$ cat src/rtl/gst_pkg.sv
package gst_pkg;

  typedef enum logic {
    SLOT_DARK = 1'b0,
    SLOT_LIT  = 1'b1
  } slot_phase_e;

  // Number of digits scanned for a count code; zero selects the full span.
  function automatic int digit_total(int code, int base, int top);
    int n;
    n = (code == 0) ? top : base + code;
    if (n > top) n = top;
    return n;
  endfunction

endpackage

$ cat src/rtl/gst_prescaler.sv
module gst_prescaler #(
  parameter int TICK_DIV = 8
) (
  input  logic clk,
  input  logic rst,
  output logic head,
  output logic tick
);
  localparam int CW = (TICK_DIV > 1) ? $clog2(TICK_DIV) : 1;
  localparam logic [CW-1:0] LAST = CW'(TICK_DIV - 1);

  logic [CW-1:0] cnt_q;

  always_ff @(posedge clk) begin
    if (rst)                cnt_q <= '0;
    else if (cnt_q == LAST) cnt_q <= '0;
    else                    cnt_q <= cnt_q + 1'b1;
  end

  assign head = (cnt_q == '0);
  assign tick = (cnt_q == LAST);
endmodule

$ cat src/rtl/gst_sequencer.sv
module gst_sequencer
  import gst_pkg::*;
#(
  parameter int SLOT_UNITS  = 64,
  parameter int MAX_DIGITS  = 24,
  parameter int BASE_DIGITS = 8,
  parameter int DUTY_DEN    = 16,
  parameter int DUTY_BASE   = 8,
  parameter int CODE_W      = 4,
  parameter int DUTY_W      = 3,
  parameter int DIG_W       = $clog2(MAX_DIGITS)
) (
  input  logic              clk,
  input  logic              rst,
  input  logic              head,
  input  logic              tick,
  input  logic [CODE_W-1:0] digit_code,
  input  logic [DUTY_W-1:0] duty_code,
  output logic [DIG_W-1:0]  digit,
  output slot_phase_e       phase,
  output logic              origin
);
  localparam int UNIT_W   = $clog2(SLOT_UNITS);
  localparam int PER_STEP = SLOT_UNITS / DUTY_DEN;
  localparam logic [UNIT_W-1:0] UNIT_LAST = UNIT_W'(SLOT_UNITS - 1);

  logic [UNIT_W-1:0] unit_q;
  logic [DIG_W-1:0]  digit_q;
  logic [DIG_W-1:0]  last_q;
  logic [DUTY_W-1:0] duty_q;
  logic              slot_end, frame_end;
  logic [UNIT_W:0]   lit_units;
  logic [DIG_W-1:0]  next_last;

  assign slot_end  = tick && (unit_q == UNIT_LAST);
  assign frame_end = slot_end && (digit_q == last_q);
  assign next_last = DIG_W'(digit_total(int'(digit_code), BASE_DIGITS, MAX_DIGITS) - 1);

  always_ff @(posedge clk) begin
    if (rst) begin
      unit_q  <= '0;
      digit_q <= '0;
      last_q  <= DIG_W'(MAX_DIGITS - 1);
      duty_q  <= '0;
    end else if (tick) begin
      unit_q <= slot_end ? '0 : unit_q + 1'b1;
      if (slot_end) begin
        digit_q <= frame_end ? '0 : digit_q + 1'b1;
      end
      if (frame_end) begin
        last_q <= next_last;
        duty_q <= duty_code;
      end
    end
  end

  assign lit_units = (UNIT_W+1)'((DUTY_BASE + int'(duty_q)) * PER_STEP);
  assign phase     = ({1'b0, unit_q} < lit_units) ? SLOT_LIT : SLOT_DARK;
  assign origin    = head && (unit_q == '0) && (digit_q == '0);
  assign digit     = digit_q;
endmodule

$ cat src/rtl/gst_strobe_out.sv
module gst_strobe_out
  import gst_pkg::*;
#(
  parameter int MAX_DIGITS = 24,
  parameter int DIG_W      = $clog2(MAX_DIGITS)
) (
  input  logic                  clk,
  input  logic                  rst,
  input  logic [DIG_W-1:0]      digit,
  input  slot_phase_e           phase,
  input  logic                  origin,
  output logic [MAX_DIGITS-1:0] com,
  output logic [DIG_W-1:0]      digit_idx,
  output logic                  blank,
  output logic                  frame_start
);
  for (genvar g = 0; g < MAX_DIGITS; g++) begin : g_grid
    always_ff @(posedge clk) begin
      if (rst) com[g] <= 1'b0;
      else     com[g] <= (phase == SLOT_LIT) && (digit == DIG_W'(g));
    end
  end

  always_ff @(posedge clk) begin
    if (rst) begin
      digit_idx   <= '0;
      blank       <= 1'b1;
      frame_start <= 1'b0;
    end else begin
      digit_idx   <= digit;
      blank       <= (phase == SLOT_DARK);
      frame_start <= origin;
    end
  end
endmodule

$ cat src/rtl/grid_scan_timer.sv
module grid_scan_timer
  import gst_pkg::*;
#(
  parameter int TICK_DIV    = 8,
  parameter int SLOT_UNITS  = 64,
  parameter int MAX_DIGITS  = 24,
  parameter int BASE_DIGITS = 8,
  parameter int DUTY_DEN    = 16,
  parameter int DUTY_BASE   = 8,
  parameter int CODE_W      = 4,
  parameter int DUTY_W      = 3
) (
  input  logic                       clk,
  input  logic                       rst,
  input  logic [CODE_W-1:0]          digit_code,
  input  logic [DUTY_W-1:0]          duty_code,
  output logic [MAX_DIGITS-1:0]      com,
  output logic [$clog2(MAX_DIGITS)-1:0] digit_idx,
  output logic                       blank,
  output logic                       frame_start
);
  localparam int DIG_W = $clog2(MAX_DIGITS);

  logic             head, tick, origin;
  logic [DIG_W-1:0] digit;
  slot_phase_e      phase;

  gst_prescaler #(.TICK_DIV(TICK_DIV)) u_div (
    .clk (clk),
    .rst (rst),
    .head(head),
    .tick(tick)
  );

  gst_sequencer #(
    .SLOT_UNITS (SLOT_UNITS),
    .MAX_DIGITS (MAX_DIGITS),
    .BASE_DIGITS(BASE_DIGITS),
    .DUTY_DEN   (DUTY_DEN),
    .DUTY_BASE  (DUTY_BASE),
    .CODE_W     (CODE_W),
    .DUTY_W     (DUTY_W),
    .DIG_W      (DIG_W)
  ) u_seq (
    .clk       (clk),
    .rst       (rst),
    .head      (head),
    .tick      (tick),
    .digit_code(digit_code),
    .duty_code (duty_code),
    .digit     (digit),
    .phase     (phase),
    .origin    (origin)
  );

  gst_strobe_out #(
    .MAX_DIGITS(MAX_DIGITS),
    .DIG_W     (DIG_W)
  ) u_out (
    .clk        (clk),
    .rst        (rst),
    .digit      (digit),
    .phase      (phase),
    .origin     (origin),
    .com        (com),
    .digit_idx  (digit_idx),
    .blank      (blank),
    .frame_start(frame_start)
  );
endmodule

$ cat config.mk
export PLATFORM = sky130hd
export DESIGN_NAME = grid_scan_timer
export DESIGN_NICKNAME = d
export VERILOG_FILES = /design/src/rtl/gst_pkg.sv /design/src/rtl/gst_prescaler.sv /design/src/rtl/gst_sequencer.sv /design/src/rtl/gst_strobe_out.sv /design/src/rtl/grid_scan_timer.sv
export SDC_FILE = /design/constraint.sdc
export NUM_CORES = 1
export LEC_CHECK = 0
export ABC_AREA = 1
export CELL_PAD_IN_SITES_DETAIL_PLACEMENT = 1
export CELL_PAD_IN_SITES_GLOBAL_PLACEMENT = 2
export CORE_ASPECT_RATIO = 0.6
export CORE_MARGIN = 1
export CORE_UTILIZATION = 32
export DETAILED_ROUTE_END_ITERATION = 16
export PLACE_DENSITY_LB_ADDON = 0.12
export SYNTH_ARGS = -nofsm -noshare
export SYNTH_HDL_FRONTEND = slang
export SYNTH_SLANG_ARGS = --single-unit
$ cat constraint.sdc
create_clock -name clk -period 2.7 [get_ports clk]
set_clock_uncertainty 0.1 [all_clocks]
set_input_delay 0.54 -clock clk [delete_from_list [all_inputs] [get_ports clk]]
set_output_delay 0.54 -clock clk [all_outputs]
set_load 0.005 [all_outputs]
==> results of run 1 <==
## metal layers
metal	GRT usage, %	routed length (µm)	vias up	share of wire [%]
met3	3.55	190	5	3.5
met5	0	0	-	0
met4	5.07	54	0	0.99
met1	25.1	3000	863	55
met2	26.3	2230	29	41
li1	-	-	953	-
## power groups by stage
stage / Combinational (W) / Clock [W] / Sequential [W]
floorplan: 0.0000281 / 0 / 0.000810
global placement: 0.0000543 / 0 / 0.000810
detailed placement: 0.0000552 / 0 / 0.000810
CTS: 0.0000555 / 0.000664 / 0.000792
global route: 0.0000613 / 0.000697 / 0.000793
finish: 0.0000548 / 0.000641 / 0.000792
## worst max path at each step
stage / startpoint / endpoint / slack [ps] / cells past startpoint
after floorplan: u_div.cnt_q[0] / u_seq.last_q[0] / 1060 / 10
after global placement: rst / u_out.com[20] / 630 / 5
after detailed placement: rst / u_out.com[20] / 600 / 5
after CTS: u_seq.duty_q[2] / u_out.com[3] / 600 / 7
after global routing: u_seq.duty_q[2] / u_out.com[4] / 410 / 7
final: u_seq.unit_q[4] / u_out.com[3] / 650 / 6
## cell families (layout without fill, tap and decap cells)
group,count (synthesis),after routing,synth area share [%]
compound gates,8,8,1.83
xor+xnor,5,5,2.00
fa+ha+maj,12,12,6.85
buf+inv,43,85,8.45
flops,53,53,48.4
simple gates,158,158,32.5
## stage by stage
step / setup WS [ps] / util [%] / total power [W]
floorplan: 1060 / - / 0.000838
global placement: 627 / 41.7 / 0.000864
detailed placement: 598 / 41.7 / 0.000866
CTS: 601 / 44.1 / 0.00151
global route: 412 / 44.1 / 0.00155
finish: 647 / 44.1 / 0.00149
## worst max-delay path, delay by kind of cell, from the launching register on
kind | cells | cell delay, ps
adders and majority gates | 1 | 270
and+or+nand+nor | 3 | 900
buffers and inverters | 1 | 30
DFF | 1 | 410
AOI/OAI and AO/OA | 1 | 240
## layout by cell type, fill, tap and decap left out, types with 2 or more instances in the layout
master / n
a21oi_1: 4
buf_4: 2
clkbuf_16: 5
clkdlybuf4s50_1: 39
dfxtp_1: 53
ha_1: 12
inv_1: 34
nand2_1: 60
nand2_2: 2
nand3_1: 26
nand4_1: 7
nor2_1: 46
nor2_4: 2
nor3_1: 10
o21ai_0: 4
xnor2_1: 2
xor2_1: 3
## Yosys cell counts
cell,number
a21oi_1,4
buf_6,2
nor4_1,1
nor2_4,2
buf_2,1
nand2_1,60
xnor2_1,2
nand3_2,1
nor2_1,46
nor3_1,10
inv_2,1
nand2_2,2
inv_1,34
ha_1,12
clkinv_1,1
nand2_4,1
nand3b_1,1
nand3_1,26
dfxtp_1,53
buf_4,2
nor2_8,1
nand4_1,7
o21ai_0,4
clkbuf_1,2
xor2_1,3
## cell type report
cell class	count	share of cell area [%]
flip-flops and latches	53	37.9
multi-input cells	183	33.7
repair buffers	41	14.5
inverters	36	4.82
clock buffers	5	4.46
well taps	84	3.75
clock inverters	3	0.893
## registers in the layout (all words and copies together) (netlist names)
| signal | cells |
|---|---|
| u_div.cnt_q | 3 |
| u_out.blank | 1 |
| u_out.com | 24 |
| u_out.digit_idx | 5 |
| u_out.frame_start | 1 |
| u_seq.digit | 5 |
| u_seq.duty_q | 3 |
| u_seq.last_q | 5 |
| u_seq.unit_q | 6 |
==> out/results.tsv, run 1 <==
metric	value	unit
Max Root-Sink Buffers	2	
syn nets	300	
Switching Share	21.8	%
die area	7200	µm²
headroom to the max-slew limit	55.9	%
Final #Nets	341	
max cap viols	0	
worst reg2reg endpoint	u_out.com[3]	
CTS sink count	53	
cell count after synthesis	279	
CTS Root Cell	clkbuf_16	
hold_buf cts	0	
vias in the first global route	1875	
Hold Startpoint	u_div.cnt_q[0]	
Int Power	0.00116	W
fin. max-slew vios	0	
antenna violations before repair	0	
Worst-Margin Slew	659	ps
IO Pins	40	
Post-CTS Setup Repair Bufs	0	
pin count of the biggest net entering global routing	20	
top post-synthesis cells by area	dfxtp_1 48%, nand2_1 10%, nor2_1 7.9%	
Hold Violations, Final	0	
design area	2800	µm²
post-CTS sizing	0	
worst r2r src	u_seq.unit_q[4]	
Post-Layout Cell Count	405	
GRT overflow	0	
via count	1850	
IO buf count	39	
Worst Hold End	u_div.cnt_q[0]	
Num CTS Buffers	5	
switching pwr	0.000324	W
max incr delay on CP	520	ps
n_diodes	0	
Leak	1.22	nW
DP Area	2650	µm²
Reg area	1060	µm²
layout cells sized above 1	5.61	%
Tot GR Track Use	17.5	%
post-DP HPWL	4240	µm
Seq/Total Area, Yosys	48.4	%
crit path max fanout	17	
Initial Util	34.5	%
CTS tree	built	
Crit Path Class	register to register	
Critical Path RT	2800	ps
Worst R2R Path Depth	6	
Clock transition at path regs	70	ps
Crit. End Element	register	
H-tree depth	2	
gpl congestion	0.736	
Fillers	778	
Die X	109	µm
total negative slack	0	ps
# setup viols final	0	
core footprint	6360	µm²
vias per std cell	4.57	
RSZ-0062 raised after global routing	no	
WHS Path Cells	1	
Synth area leader	dfxtp_1	
DRT Pass-1 Iters	4	
status	complete, no violations	
Startpoint Class	register	
fmax	487	MHz
Syn Std Cell Area	2190	µm²
Peak VDD IR	0.232	mV
Rows	22	
Tcrit/Tclk final	76.1	%
Worst Hold Class	register to register	
cell breakdown of the critical path	ha_1 > nand2_1 > inv_1 > o21ai_0 > nand3_1 > nor3_1	
r2r setup slk	650	ps
Synth Warn #	0	
CP Data Arrival Time	2150	ps
Die Ht	66.1	µm
final WL	5470	µm
hold slack	369	ps
Gate power share	3.7	%
WL per Instance	13.5	µm
Tmin final	2050	ps
post-synth top area share	48.4	%
Reg power frac	53.2	%
FF+latch count, synth	53	
DR DRC count	0	
post-synth cell types	25	
Multi-input gate area	946	µm²
DRT antenna net count	0	
initial detailed-routing violation count	49	
P&R area growth vs syn	27.9	%
slowest CP cell	nand3_1	
DP Cell Count	397	
clock share of power	43.1	%
clk_lat worst skew	290	ps
PwrDens	531	nW/µm²
Syn Area/Cell	7.86	µm²
first-pass GRT wire length	9410	µm
Power figures use the tool's default switching activity.
==> run 2: changes to the inputs <==
Settings changed: CORE_UTILIZATION 32 to 29.
Clock period 2.7 ns to 2 ns, I/O delays scaled along.
==> out/results.tsv, run 2 (synthesis results as in run 1) <==
metric	value	unit	change
slowest CP cell	dfxtp_1		was nand3_1
RSZ-0062 raised after global routing	no		unchanged
via count	1837		was 1850
Final #Nets	346		was 341
Rows	24		was 22
CP Data Arrival Time	1960	ps	was 2150 ps
max cap viols	0		unchanged
Tmin final	1820	ps	was 2050 ps
Worst Hold Class	register to register		unchanged
Crit path max-delay family	simple AND/OR/NAND/NOR gates		unchanged
max incr delay on CP	350	ps	was 520 ps
final WL	5480	µm	was 5470 µm
Worst-Margin Slew	466	ps	was 659 ps
DRT antenna net count	0		unchanged
core footprint	7300	µm²	was 6360 µm²
Max Root-Sink Buffers	2		unchanged
vias in the first global route	1839		was 1875
die area	7920	µm²	was 7200 µm²
Startpoint Class	register		unchanged
H-tree depth	2		unchanged
crit path max fanout	9		was 17
CTS Root Cell	clkbuf_16		unchanged
DR DRC count	0		unchanged
vias per std cell	4.27		was 4.57
gpl congestion	0.743		was 0.736
biggest regs	u_out.com x24, u_seq.unit_q x6		unchanged
post-CTS sizing	0		unchanged
hold_buf cts	0		unchanged
most frequent cells in the layout	60 x nand2_1, 53 x dfxtp_1, 46 x nor2_1		unchanged
Post-Layout Cell Count	430		was 405
Num CTS Buffers	5		unchanged
cell breakdown of the critical path	ha_1 > ha_1 > nand2_1 > nor2_4 > nand2_4 > buf_4 > nor2_1 > nand4_1 > nand2_1		was ha_1 > nand2_1 > inv_1 > o21ai_0 > nand3_1 > nor3_1
fin. max-slew vios	0		unchanged
PwrDens	702	nW/µm²	was 531 nW/µm²
first-pass GRT wire length	9200	µm	was 9410 µm
DRT Pass-1 Iters	4		unchanged
antenna violations before repair	0		unchanged
Hold Violations, Final	0		unchanged
Crit Path Class	register to register		unchanged
DP Cell Count	422		was 397
post-DP HPWL	4300	µm	was 4240 µm
layout cells sized above 1	7.06	%	was 5.61%
CTS sink count	53		unchanged
Crit. End Element	register		unchanged
n_diodes	0		unchanged
Peak VDD IR	0.268	mV	was 0.232 mV
total negative slack	0	ps	unchanged
Tot GR Track Use	15.0	%	was 17.5%
P&R area growth vs syn	31.7	%	was 27.9%
initial detailed-routing violation count	69		was 49
Die X	114	µm	was 109 µm
Post-CTS Setup Repair Bufs	0		unchanged
Leak	1.25	nW	was 1.22 nW
# setup viols final	0		unchanged
GRT overflow	0		unchanged
Critical Path RT	2140	ps	was 2800 ps
WL per Instance	12.7	µm	was 13.5 µm
total power	0.00203	W	was 0.00149 W
Clock transition at path regs	70	ps	about the same
fmax	550	MHz	was 487 MHz
headroom to the max-slew limit	68.8	%	was 55.9%
Initial Util	30.0	%	was 34.5%
CTS tree	built		unchanged
commonest non-fill, non-tap cell in the layout	nand2_1		unchanged
IO buf count	39		unchanged
IO Pins	40		unchanged
max FFs per register	24		unchanged
Die Ht	69.3	µm	was 66.1 µm
pin count of the biggest net entering global routing	18		was 20
Buf/Inv on CP	1		unchanged
Tcrit/Tclk final	91.0	%	was 76.1%
clk_lat worst skew	290	ps	about the same
Largest Register	u_out.com		unchanged
status	complete, no violations		unchanged
-- run 2: cell types whose count changed in the layout (fill, tap and decap cells not counted), sizes merged --
cell	change
clkbuf	+1
inv	-1
buf	+5
clkinvlp	-1
clkinv	+1
-- run 2: metrics by stage --
step                setup slack (ps)  hold WS [ps]  utilization (%)  instance area [µm²]
floorplan                        362           317                -                 2190
global placement                 163           333             37.4                 2730
detailed placement               117           339             37.4                 2730
CTS                             98.6           355             39.5                 2880
global route                    17.1           367             39.6                 2890
finish                           181           347             39.6                 2890
-- run 2: layout make-up --
cell class	count	area [µm²]
Tap cell	104	130
Multi-Input combinational cell	183	953
Timing Repair Buffer	46	455
Clock inverter	2	13.8
Clock buffer	6	139
Sequential cell	53	1060
Fill cell	902	4410
Inverter	36	135
-- run 2: path summary, 6_finish.rpt --
path / start / endpoint / slack, ps / cells after the start
setup reg to reg: u_div.cnt_q[0] / u_seq.duty_q[0] / 180 / 9
hold / removal: u_div.cnt_q[0] / u_div.cnt_q[0] / 350 / 1
setup / recovery: u_div.cnt_q[0] / u_seq.duty_q[0] / 180 / 9
hold reg to reg: u_div.cnt_q[0] / u_div.cnt_q[0] / 350 / 1
-- run 2: routing by layer --
metal / up-vias / wire (µm) / GRT usage, %
met2: 32 / 2060 / 20.5
met1: 838 / 3160 / 23.2
met3: 2 / 233 / 3.76
met4: 0 / 27 / 3.46
met5: - / 0 / 0
li1: 965 / - / -
-- run 2: report_power, final --
group | leakage, nW | switching, W | internal [W] | total [W]
sequential | 0.429 | 0.00000437 | 0.00106 | 0.00107
clock | 0.0768 | 0.000380 | 0.000498 | 0.000878
combinational | 0.747 | 0.0000414 | 0.0000396 | 0.0000810
total | 1.25 | 0.000425 | 0.00160 | 0.00203
==> run 3: changes to the inputs <==
Settings changed: CAP_MARGIN from default to 10, REMOVE_ABC_BUFFERS from default to 1, SKIP_LAST_GASP from default to 1.
==> out/results.tsv, run 3 (synthesis results as in run 1) <==
metric	value	unit	change
first-pass GRT wire length	9700	µm	was 9200 µm
DRT antenna net count	0		unchanged
layout cells sized above 1	7.90	%	was 7.06%
RSZ-0062 raised after global routing	no		unchanged
P&R area growth vs syn	32.6	%	was 31.7%
biggest regs	u_out.com x24, u_seq.unit_q x6		unchanged
initial detailed-routing violation count	103		was 69
CP Data Arrival Time	1960	ps	about the same
status	complete, no violations		unchanged
DR DRC count	0		unchanged
# setup viols final	0		unchanged
DP Worst Slack	107	ps	was 117 ps
total negative slack	0	ps	unchanged
IO buf count	39		unchanged
Leak	1.26	nW	was 1.25 nW
pin count of the biggest net entering global routing	19		was 18
fmax	552	MHz	was 550 MHz
crit path max fanout	9		unchanged
IO Pins	40		unchanged
hold_buf cts	0		unchanged
DP Area	2750	µm²	was 2730 µm²
Clock transition at path regs	70	ps	about the same
Post-CTS Setup Repair Bufs	0		unchanged
Crit Path Class	register to register		unchanged
Final WS setup	189	ps	was 181 ps
Hold Violations, Final	0		unchanged
max FFs per register	24		unchanged
DRT Pass-1 Iters	4		unchanged
antenna violations before repair	0		unchanged
vias in the first global route	1902		was 1839
most frequent cells in the layout	60 x nand2_1, 53 x dfxtp_1, 46 x nor2_1		unchanged
CTS Root Cell	clkbuf_16		unchanged
Initial Util	30.0	%	unchanged
GRT overflow	0		unchanged
CTS tree	built		unchanged
vias per std cell	4.28		was 4.27
design area	2910	µm²	was 2890 µm²
commonest non-fill, non-tap cell in the layout	nand2_1		unchanged
die area	7920	µm²	unchanged
Crit. End Element	register		unchanged
post-DP HPWL	4440	µm	was 4300 µm
post-CTS sizing	0		unchanged
n_diodes	0		unchanged
max cap viols	0		unchanged
fin. max-slew vios	0		unchanged
Worst Hold Class	register to register		unchanged
Max Root-Sink Buffers	2		unchanged
Final #Nets	349		was 346
Tot GR Track Use	16.4	%	was 15.0%
Die Ht	69.3	µm	unchanged
Critical Path RT	2150	ps	was 2140 ps
clk_lat worst skew	300	ps	was 290 ps
Tmin final	1810	ps	was 1820 ps
Tcrit/Tclk final	90.6	%	was 91.0%
Peak VDD IR	0.317	mV	was 0.268 mV
core footprint	7300	µm²	unchanged
Rows	24		unchanged
WL per Instance	13.1	µm	was 12.7 µm
CTS sink count	53		unchanged
Worst-Margin Slew	385	ps	was 466 ps
via count	1853		was 1837
gpl congestion	0.738		was 0.743
Num CTS Buffers	5		unchanged
hold slack	383	ps	was 347 ps
headroom to the max-slew limit	74.2	%	was 68.8%
Die X	114	µm	unchanged
Startpoint Class	register		unchanged
final WL	5660	µm	was 5480 µm
H-tree depth	2		unchanged
PwrDens	706	nW/µm²	was 702 nW/µm²
Largest Register	u_out.com		unchanged
[run 3: changes by cell type in the layout (fill, tap and decap cells not counted), sizes merged]
cell / delta
clkinv: -2
clkbuf: -1
buf: +3
inv: +2
clkinvlp: +1
[run 3: metrics by stage]
stage	instances	power (W)	utilization, %
final	433	0.00205	39.8
after global routing	433	0.00214	39.8
after CTS	433	0.00208	39.7
after detailed placement	425	0.00118	37.7
after global placement	425	0.00117	37.7
after floorplan	272	0.00112	-
[run 3: path summary, 6_finish.rpt]
kind	endpoint	from	cells after the start	slack (ps)
worst max-delay path	u_seq.duty_q[0]	u_div.cnt_q[0]	9	190
worst min-delay path	u_seq.duty_q[0]	u_seq.duty_q[0]	2	380
worst max register to register	u_seq.duty_q[0]	u_div.cnt_q[0]	9	190
worst min register to register	u_seq.duty_q[0]	u_seq.duty_q[0]	2	380
[run 3: final cells by class]
| class | instances | area, µm² |
|---|---|---|
| tap | 104 | 130 |
| timing repair buffer | 49 | 478 |
| multi-input combinational | 183 | 953 |
| inverter | 36 | 135 |
| sequential | 53 | 1060 |
| clock buffer | 5 | 125 |
| clock inverter | 3 | 25.0 |
| fill | 905 | 4390 |
[run 3: where the power goes]
part	leakage, nW	switching, W	internal [W]	total (W)
logic	0.762	0.0000405	0.0000396	0.0000801
registers	0.429	0.00000517	0.00106	0.00107
clock network	0.0708	0.000430	0.000474	0.000904
[run 3: per-layer routing]
layer	global-route usage, %	part of all wire, %	up-vias
met5	0	0	-
li1	-	-	968
met2	22.1	38	34
met3	4.98	4.0	6
met4	5.63	1.3	0
met1	24.4	56	845
[run 3: critical path, stage by stage (launching register included)]
cell and delay (ps):
dfxtp_1 380, ha_1 160, ha_1 220, nand2_1 110
nor2_4 120, nand2_4 90, buf_4 170, nor2_1 190
nand4_1 120, nand2_1 80
